`src/rtl/stx_pkg.sv`:
```
package stx_pkg;
  localparam int unsigned LEN_CODE_W = 3;

  function automatic int unsigned len_of_code(input logic [LEN_CODE_W-1:0] code);
    case (code)
      3'd0:    return 8;
      3'd1:    return 12;
      3'd2:    return 16;
      3'd3:    return 20;
      3'd4:    return 24;
      default: return 32;
    endcase
  endfunction
endpackage

```
`src/rtl/stx_edge_det.sv`:
```
module stx_edge_det #(
  parameter int unsigned SYNC_STAGES = 2
) (
  input  logic clk_i,
  input  logic rst_ni,
  input  logic bclk_i,
  input  logic fsync_i,
  input  logic clk_pol_i,
  input  logic fs_pol_i,
  output logic launch_o,
  output logic fs_act_o
);
  logic [SYNC_STAGES-1:0] b_pipe, f_pipe;
  logic b_last;

  for (genvar g = 0; g < SYNC_STAGES; g++) begin : g_sync
    if (g == 0) begin : g_first
      always_ff @(posedge clk_i or negedge rst_ni) begin
        if (!rst_ni) begin
          b_pipe[0] <= 1'b0;
          f_pipe[0] <= 1'b0;
        end else begin
          b_pipe[0] <= bclk_i;
          f_pipe[0] <= fsync_i;
        end
      end
    end else begin : g_next
      always_ff @(posedge clk_i or negedge rst_ni) begin
        if (!rst_ni) begin
          b_pipe[g] <= 1'b0;
          f_pipe[g] <= 1'b0;
        end else begin
          b_pipe[g] <= b_pipe[g-1];
          f_pipe[g] <= f_pipe[g-1];
        end
      end
    end
  end

  always_ff @(posedge clk_i or negedge rst_ni) begin
    if (!rst_ni) b_last <= 1'b0;
    else         b_last <= b_pipe[SYNC_STAGES-1];
  end

  // launch on falling edge when clk_pol set, else on rising edge
  assign launch_o = clk_pol_i ? (b_last & ~b_pipe[SYNC_STAGES-1])
                              : (~b_last & b_pipe[SYNC_STAGES-1]);
  assign fs_act_o = f_pipe[SYNC_STAGES-1] ^ fs_pol_i;
endmodule

```
`src/rtl/stx_hold.sv`:
```
module stx_hold #(
  parameter int unsigned DATA_W = 32
) (
  input  logic              clk_i,
  input  logic              rst_ni,
  input  logic              en_i,
  input  logic [DATA_W-1:0] data_i,
  input  logic              valid_i,
  input  logic              take_i,
  output logic              ready_o,
  output logic              full_o,
  output logic [DATA_W-1:0] data_o
);
  logic              full_q;
  logic [DATA_W-1:0] data_q;

  always_ff @(posedge clk_i or negedge rst_ni) begin
    if (!rst_ni) begin
      full_q <= 1'b0;
      data_q <= '0;
    end else if (!en_i) begin
      full_q <= 1'b0;
    end else if (valid_i && !full_q) begin
      full_q <= 1'b1;
      data_q <= data_i;
    end else if (take_i) begin
      full_q <= 1'b0;
    end
  end

  assign ready_o = en_i & ~full_q;
  assign full_o  = full_q;
  assign data_o  = data_q;
endmodule

```
`src/rtl/stx_core.sv`:
```
module stx_core #(
  parameter int unsigned DATA_W = 32
) (
  input  logic                       clk_i,
  input  logic                       rst_ni,
  input  logic                       en_i,
  input  logic                       launch_i,
  input  logic                       fs_act_i,
  input  logic [$clog2(DATA_W):0]    wlen_i,
  input  logic                       delay_i,
  input  logic                       fs_ignore_i,
  input  logic                       hold_full_i,
  input  logic [DATA_W-1:0]          hold_data_i,
  output logic                       take_o,
  output logic                       sdata_o,
  output logic                       underrun_o,
  output logic                       sync_err_o
);
  localparam int unsigned IDX_W = $clog2(DATA_W);

  logic              busy_q, in_dly_q, wsel_q, fs_prev_q, sdata_q, udr_q, serr_q;
  logic [IDX_W-1:0]  idx_q;
  logic [DATA_W-1:0] word_q;

  logic              start_w, restart_w, word_end_w, begin_w;
  logic [IDX_W-1:0]  top_idx, idx_dec;
  logic [DATA_W-1:0] next_word;

  assign start_w    = launch_i & fs_act_i & ~fs_prev_q;
  assign restart_w  = start_w & (~busy_q | ~fs_ignore_i);
  assign word_end_w = busy_q & ~in_dly_q & (idx_q == '0);
  assign top_idx    = IDX_W'(wlen_i - 1'b1);
  assign idx_dec    = idx_q - 1'b1;
  assign next_word  = hold_full_i ? hold_data_i : word_q;

  always_comb begin
    begin_w = 1'b0;
    if (launch_i) begin
      if (restart_w)   begin_w = ~delay_i;
      else if (busy_q) begin_w = in_dly_q | (word_end_w & ~wsel_q);
    end
  end

  assign take_o = begin_w & hold_full_i;

  always_ff @(posedge clk_i or negedge rst_ni) begin
    if (!rst_ni) begin
      busy_q    <= 1'b0;
      in_dly_q  <= 1'b0;
      wsel_q    <= 1'b0;
      fs_prev_q <= 1'b0;
      sdata_q   <= 1'b0;
      udr_q     <= 1'b0;
      serr_q    <= 1'b0;
      idx_q     <= '0;
      word_q    <= '0;
    end else if (!en_i) begin
      busy_q    <= 1'b0;
      in_dly_q  <= 1'b0;
      wsel_q    <= 1'b0;
      fs_prev_q <= 1'b0;
      sdata_q   <= 1'b0;
      udr_q     <= 1'b0;
      serr_q    <= 1'b0;
      idx_q     <= '0;
    end else if (launch_i) begin
      fs_prev_q <= fs_act_i;
      if (begin_w) begin
        word_q  <= next_word;
        idx_q   <= top_idx;
        sdata_q <= next_word[top_idx];
        if (!hold_full_i) udr_q <= 1'b1;
      end
      if (restart_w) begin
        busy_q   <= 1'b1;
        wsel_q   <= 1'b0;
        in_dly_q <= delay_i;
        if (busy_q)  serr_q  <= 1'b1;
        if (delay_i) sdata_q <= 1'b0;
      end else if (busy_q) begin
        if (in_dly_q) begin
          in_dly_q <= 1'b0;
        end else if (idx_q != '0) begin
          idx_q   <= idx_dec;
          sdata_q <= word_q[idx_dec];
        end else if (!wsel_q) begin
          wsel_q <= 1'b1;
        end else begin
          busy_q  <= 1'b0;
          sdata_q <= 1'b0;
        end
      end else begin
        sdata_q <= 1'b0;
      end
    end
  end

  assign sdata_o    = sdata_q;
  assign underrun_o = udr_q;
  assign sync_err_o = serr_q;
endmodule

```
`src/rtl/serial_audio_tx.sv`:
```
module serial_audio_tx #(
  parameter int unsigned DATA_W      = 32,
  parameter int unsigned SYNC_STAGES = 2
) (
  input  logic              clk_i,
  input  logic              rst_ni,
  input  logic              en_i,
  input  logic [2:0]        wlen_code_i,
  input  logic              delay_i,
  input  logic              clk_pol_i,
  input  logic              fs_pol_i,
  input  logic              fs_ignore_i,
  input  logic              bclk_i,
  input  logic              fsync_i,
  input  logic [DATA_W-1:0] data_i,
  input  logic              valid_i,
  output logic              ready_o,
  output logic              sdata_o,
  output logic              underrun_o,
  output logic              sync_err_o
);
  localparam int unsigned IDX_W = $clog2(DATA_W);

  logic              launch_w, fs_act_w, take_w, hold_full_w;
  logic [DATA_W-1:0] hold_data_w;
  logic [IDX_W:0]    wlen_w;
  int unsigned       len_raw;

  always_comb begin
    len_raw = stx_pkg::len_of_code(wlen_code_i);
    if (len_raw > DATA_W) len_raw = DATA_W;
    wlen_w = (IDX_W+1)'(len_raw);
  end

  stx_edge_det #(.SYNC_STAGES(SYNC_STAGES)) edge_i (
    .clk_i     (clk_i),
    .rst_ni    (rst_ni),
    .bclk_i    (bclk_i),
    .fsync_i   (fsync_i),
    .clk_pol_i (clk_pol_i),
    .fs_pol_i  (fs_pol_i),
    .launch_o  (launch_w),
    .fs_act_o  (fs_act_w)
  );

  stx_hold #(.DATA_W(DATA_W)) hold_i (
    .clk_i   (clk_i),
    .rst_ni  (rst_ni),
    .en_i    (en_i),
    .data_i  (data_i),
    .valid_i (valid_i),
    .take_i  (take_w),
    .ready_o (ready_o),
    .full_o  (hold_full_w),
    .data_o  (hold_data_w)
  );

  stx_core #(.DATA_W(DATA_W)) core_i (
    .clk_i       (clk_i),
    .rst_ni      (rst_ni),
    .en_i        (en_i),
    .launch_i    (launch_w),
    .fs_act_i    (fs_act_w),
    .wlen_i      (wlen_w),
    .delay_i     (delay_i),
    .fs_ignore_i (fs_ignore_i),
    .hold_full_i (hold_full_w),
    .hold_data_i (hold_data_w),
    .take_o      (take_w),
    .sdata_o     (sdata_o),
    .underrun_o  (underrun_o),
    .sync_err_o  (sync_err_o)
  );
endmodule

```
`config.mk`:
```
export PLATFORM = sky130hd
export DESIGN_NAME = serial_audio_tx
export DESIGN_NICKNAME = d
export VERILOG_FILES = /design/src/rtl/stx_pkg.sv /design/src/rtl/stx_edge_det.sv /design/src/rtl/stx_hold.sv /design/src/rtl/stx_core.sv /design/src/rtl/serial_audio_tx.sv
export SDC_FILE = /design/constraint.sdc
export NUM_CORES = 1
export LEC_CHECK = 0
export BUFFER_PORTS_ARGS = -buffer_cell sky130_fd_sc_hd__buf_2
export CAP_MARGIN = 20
export CORE_ASPECT_RATIO = 0.5
export CORE_UTILIZATION = 57
export DETAILED_ROUTE_END_ITERATION = 12
export PLACE_DENSITY = 0.88
export SETUP_SLACK_MARGIN = 0.4
export SLEW_MARGIN = 20
export SYNTH_ARGS = -nofsm -noshare
export SYNTH_HDL_FRONTEND = slang
export SYNTH_SLANG_ARGS = --single-unit
```
`constraint.sdc`:
```
create_clock -name clk_i -period 3.05 [get_ports clk_i]
set_input_delay 0.915 -clock clk_i [delete_from_list [all_inputs] [get_ports clk_i]]
set_output_delay 0.915 -clock clk_i [all_outputs]
set_load 0.005 [all_outputs]
```
==> metrics.cfg, run 1 <==
[die]
initial_utilization_pct=60.6
io_pins=49
dieArea_sq_um=6980
dieWidth_um=117
rows=20
die_h_um=59.6
coreArea_sq_um=6230

[power]
total_leakage_power_nw=2.03
finalPower_mw=3.24
ir_drop_mv=0.338
powerDensity_nw_per_um2=724

[clock_tree]
cts_buffers=9
clkLatencyLatePin_ps=330
cts_max_level=3
clk_path_buf_depth=2
clk_pin_slew_ps=60
ctsHoldBuffers=0
cts.sinks=82
cts-root-buf=clkbuf_16
tritoncts=yes
cts-resized-gates=0
postCtsSetupBuffers=0

[cells_and_area]
antenna_cells=0
fin_nets=370
drive_gt1_share_pct=46.8
mostFrequentLayoutCell=dfrtp_1
area_growth_pct=18.4
layout_common_cells=82 x dfrtp_1, 65 x mux2_2, 47 x buf_2

[routing]
drt-total-wl_mm=8.14
ant_nets=0
drc=0
post_drt_wl_per_cell_um=19.6
avgViaCountPerCell=5.96
drt_iter0_drc=126
first_pass_iters=6
vias=2473

[timing]
hold_viol_final=0
setup-violations-final=0
fin_tns_setup_ps=0
max-slew-margin-rel_pct=56.8
maxSlewViolCount=0
finalCriticalPeriod_ps=2510
max_freq_mhz=399
fin_crit_sh_pct=82.2
skew_ps=8.10
rsz0062_at_grt=no
worst_pin_slew_ps=647

[outcome]
status=finished, final reports clean

[setup_path]
path_cells=buf_2 > clkinv_1 > nor2_1 > buf_2
crit_required_ps=2130
critPathLaunchType=primary input
crit_type=primary input to output pin
cpMostUsedCell=buf_2
timing.rr.end=core_i.sdata_o
ff2ff_path_depth=7
cp_slowest_stage_delay_ps=220
crit_slowest_cell=nor2_1
r2r_slack_ps=560
crit_fanout=7
timing.rr.start=core_i.idx_q[1]
cp-end-kind=output pin
cp_data_arrival_time_ps=1590

[grt]
grt_pass1_vias=2558
grt_util_all_layers_pct=26.6
grt_max_degree=53
antenna_found_initial=0
overflow=0
grt_pass1_wl_mm=13.2

[synth]
synth.yosys.warnings=0
syn_inst=270
synth-simple-area-share_pct=6.79
synth_xor_area_share_pct=1.16
syn_nets=317
synth_ff_type=dfrtp_1
syn-cell-area_sq_um=3780
synth_cell_types=50
synth_seq_cells=82
synth_mux_area_share_pct=26.8
synth_edf_count=0
synthAdderAreaFrac_pct=0.662
async_reset_ff_share_pct=100
yosysSeqAreaShare_pct=54.3
synth_top_family_by_area=multiplexers
synth-compound-area-share_pct=7.65
syn_avg_cell_area_sq_um=14.0

[worst_hold_path]
min-delay-start=edge_i.b_pipe[0]
holdPathStages=0
hold_path.class=register to register
min_to=edge_i.b_pipe[1]

[placed_design]
placement.io_buffers=48
hpwl_mm=5.21
place_congestion=0.917

[job]
cap_violations=0

-- through the flow --
| step | setup slack [ps] | std cells | utilization [%] | instance area [sq um] | hold WS [ps] |
|---|---|---|---|---|---|
| final | 543 | 415 | 71.8 | 4470 | 353 |
| after global routing | 446 | 415 | 71.8 | 4470 | 366 |
| after CTS | 413 | 415 | 71.7 | 4470 | 356 |
| after detailed placement | 240 | 400 | 66.3 | 4130 | 342 |
| after global placement | 346 | 400 | 66.3 | 4130 | 332 |
| after floorplan | 405 | 270 | - | 3780 | 331 |
-- how the worst max path moves through the flow --
stage	endpoint	cells past startpoint	from
3_3_place_gp	core_i.word_q[8]	7	fs_pol_i
6_report	ready_o	4	en_i
4_1_cts	core_i.sdata_o	7	core_i.idx_q[0]
2_1_floorplan	core_i.sdata_o	9	core_i.idx_q[0]
5_1_grt	core_i.sdata_o	7	core_i.idx_q[0]
3_5_place_dp	core_i.word_q[0]	7	fs_pol_i
-- layer usage --
| layer | track usage [%] | up-vias | share of wire, % |
|---|---|---|---|
| li1 | - | 1111 | - |
| met3 | 6.44 | 23 | 4.4 |
| met5 | 0 | - | 0 |
| met1 | 33.2 | 1254 | 43 |
| met4 | 11.6 | 0 | 2.7 |
| met2 | 45.1 | 85 | 50 |
-- cell families after synthesis --
logic type / after synthesis
compound gates: 36
xor+xnor: 5
fa+ha+maj: 2
buf+inv: 19
flops: 82
mux: 80
simple gates: 46
-- cell type report --
class,instances,area [sq um]
fill,383,1760
tap,88,110
sequential,82,2050
multi-input combinational,169,1630
inverter,6,22.5
timing repair buffer,55,320
clock buffer,9,225
clock inverter,6,115
-- critical path: cells and delay by family --
kind / cells / cell delay [ps]
AND/OR/NAND/NOR: 1 / 220
buffers and inverters: 3 / 460
-- cell usage after synthesis (3+ instances only) --
library cell | count | area share (%)
nor2b_1 | 3 | 0.50
a211oi_1 | 3 | 0.60
mux2_1 | 3 | 0.89
nor3_1 | 6 | 0.79
a21oi_1 | 5 | 0.66
mux4_2 | 10 | 6.0
inv_1 | 5 | 0.50
nand2_1 | 7 | 0.70
dfrtp_1 | 82 | 54
xor2_1 | 3 | 0.70
nor2_1 | 14 | 1.4
mux2_2 | 65 | 19
clkbuf_1 | 5 | 0.50
buf_6 | 3 | 0.89
o21ai_0 | 5 | 0.66
-- report_power, final --
part	internal (mW)	switching [mW]	leakage (nW)	total, mW
clock	0.799	0.429	0.162	1.23
combinational	0.318	0.228	0.831	0.546
sequential	1.31	0.152	1.04	1.46
-- sequential cells by signal, summed over array words and instances (netlist names) --
signal,flops
core_i.word_q,32
hold_i.full_o,1
core_i.wsel_q,1
core_i.busy_q,1
edge_i.b_last,1
edge_i.f_pipe,2
core_i.fs_prev_q,1
core_i.sdata_o,1
edge_i.b_pipe,2
core_i.underrun_o,1
core_i.sync_err_o,1
core_i.in_dly_q,1
hold_i.data_o,32
core_i.idx_q,5
(Power assumes the default switching activity.)
==> run 2: changes to the inputs <==
- ABC_AREA: unset -> 1
- CORE_UTILIZATION: 57 -> 52
- PLACE_DENSITY: 0.88 -> 0.85
- clock period: 3.05 -> 2.3 ns (I/O delays scaled with it)
==> run 2 against run 1 <==
Cell area is 4.8% higher; clock skew hardly changed; synthesized area is 4.6% higher; register-to-register slack worse by 40 ps; first-iteration DRC count is 120% higher; the flow now finishes with violations (design-rule violations).
==> metrics.cfg, run 2 <==
[outcome]
status=finished with violations
violations=design-rule violations

[cells_and_area]
area_growth_pct=18.7
mostFrequentLayoutCell=nand2_1
layout_common_cells=139 x nand2_1, 81 x dfrtp_1, 57 x nand3_1
nFillCells=586
antenna_cells=0
drive_gt1_share_pct=25.2
fin_nets=557
design_area_sq_um=4690

[job]
cap_violations=0

[clock_tree]
cts_buffers=9
cts.sinks=82
clk_path_buf_depth=2
clkLatencyLatePin_ps=350
tritoncts=yes
cts-root-buf=clkbuf_16
ctsHoldBuffers=0
clk_pin_slew_ps=70
cts_max_level=3

[grt]
grt_util_all_layers_pct=23.3
overflow=0
antenna_found_initial=0
grt_pass1_vias=3018
grt_max_degree=42
grt_pass1_wl_mm=14.3

[setup_path]
crit_type=primary input to register
cp_data_arrival_time_ps=2100
cp-end-kind=register
crit_required_ps=2550
crit_fanout=32
critPathLaunchType=primary input

[die]
dieWidth_um=125
initial_utilization_pct=53.8
dieArea_sq_um=7970
rows=22
coreArea_sq_um=7350
die_h_um=63.6
io_pins=49

[routing]
drt-total-wl_mm=8.66
drt_iter0_drc=273
drc=1
vias=3225
first_pass_iters=11
avgViaCountPerCell=5.28
ant_nets=0
post_drt_wl_per_cell_um=14.2

[placed_design]
place_congestion=0.879
hpwl_mm=5.89
place_area_sq_um=4320
placement.io_buffers=48
pre_cts_slack_ps=85.1

[timing]
skew_ps=8.53
finalWorstSetupSlack_ps=452
setup-violations-final=0
finalCriticalPeriod_ps=1850
hold_slack_ps=258
fin_crit_sh_pct=80.4
hold_viol_final=0
rsz0062_at_grt=yes
worst_pin_slew_ps=405
fin_tns_setup_ps=0
maxSlewViolCount=0
max-slew-margin-rel_pct=72.7
max_freq_mhz=541

[synth]
synth-compound-area-share_pct=8.30
synth_seq_cells=82
syn_nets=502
synth_area_leaders=dfrtp_1 52%, nand2_1 13%, nand3_1 7.2%, mux2_2 6.8%, inv_1 4.2%
yosysSeqAreaShare_pct=51.9
synth_mux_area_share_pct=6.84
synth_commonest_cells=140 x nand2_1, 82 x dfrtp_1, 57 x nand3_1
synth.most_common_cell=nand2_1
synth_ff_type=dfrtp_1
synth-simple-area-share_pct=24.3
async_reset_ff_share_pct=100
syn_inst=455
syn_avg_cell_area_sq_um=8.68
synth.largest_area_cell=dfrtp_1
synth_xor_area_share_pct=0.665
syn-cell-area_sq_um=3950
synth_edf_count=0
synth_top_family_by_area=simple AND/OR/NAND/NOR gates
synth_cell_types=29
synth.yosys.warnings=0
yosys.area.top_type_share_pct=51.9
synthAdderAreaFrac_pct=0.633

[worst_hold_path]
hold_path.class=primary input to asynchronous set/reset pin

[power]
total_leakage_power_nw=2.44
combinationalPowerShare_pct=23.3
p_int_mw=3.02
seqPwrFrac_pct=45.9
p_clk_share_pct=30.7
powerDensity_nw_per_um2=944
p_switching_mw=1.41
finalPower_mw=4.42
swShare_pct=31.8
ir_drop_mv=0.444

## run 2: changes by cell type in the layout (fill, tap and decap cells not counted), sizes merged, moves of 8 or more
cell	previous run	this run
o21ai	5	35
nand2	7	144
inv	6	50
nand3	1	58
mux4	10	0
a21oi	6	14
mux2	68	24
## run 2: kinds of logic (layout without fill, tap and decap cells)
kind of cell / count (synthesis) / in the layout
AO/OA/AOI/OAI: 55 / 55
adder cells (fa/ha/maj): 2 / 2
AND/OR/NAND/NOR: 223 / 223
multiplexers: 24 / 24
buffers and inverters: 66 / 126
XOR/XNOR: 3 / 3
flip-flops: 82 / 82
## run 2: area by class of cell
cell class / count / area [sq um] / area share, %
tap: 96 / 120 / 2.56
inverter: 48 / 185 / 3.95
clock inverter: 5 / 36.3 / 0.774
sequential: 82 / 2050 / 43.8
multi-input combinational: 307 / 1650 / 35.2
clock buffer: 11 / 243 / 5.18
timing repair buffer: 62 / 400 / 8.54
## run 2: worst paths after layout
kind                                   from                end  slack, ps  cells after the start
max                                fs_pol_i  core_i.word_q[27]        450                      9
min                                  rst_ni  core_i.word_q[27]        260                      1
max reg2reg                 core_i.idx_q[1]  core_i.word_q[27]        520                     11
min reg2reg                edge_i.b_pipe[0]   edge_i.b_pipe[1]        350                      0
max in group asynchronous            rst_ni      hold_i.full_o       1480                      2
min in group clk_i         edge_i.b_pipe[0]   edge_i.b_pipe[1]        350                      0
## run 2: critical path: stages
cell     delay, ps
buf_2          100
xor2_1         360
nand3_2        190
nand2_2        120
nand2_4         90
nor2_8         150
buf_12         200
nand2_1         80
o21ai_0        110
## run 2: through the flow
stage	utilization [%]	cells
6_report	63.8	611
5_1_grt	63.8	611
3_3_place_gp	58.8	592
3_5_place_dp	58.8	592
2_1_floorplan	-	455
4_1_cts	62.7	608
## run 2: what timing repair did
| item | in CTS | in global routing |
|---|---|---|
| setup endpoints to repair | 1 | 26 |
| setup buffers | 0 | 3 |
| resized for setup | 3 | 9 |
| pin swaps | 0 | 0 |
## run 2: per-layer routing
layer,global-route usage [%],up-vias,routed length [um],share of wire [%]
li1,-,1579,-,-
met5,0,-,0,0
met1,32.1,1537,4100,47
met3,6.80,16,485,5.6
met2,34.8,93,3940,45
met4,8.99,0,137,1.6
## run 2: power by group through the flow
stage	Combinational [mW]	Sequential, mW	Clock, mW
after floorplan	0.746	1.97	0
after global placement	0.920	2.04	0
after detailed placement	0.977	2.05	0
after CTS	0.993	2.03	1.37
after global routing	1.17	2.07	1.44
final	1.03	2.03	1.36
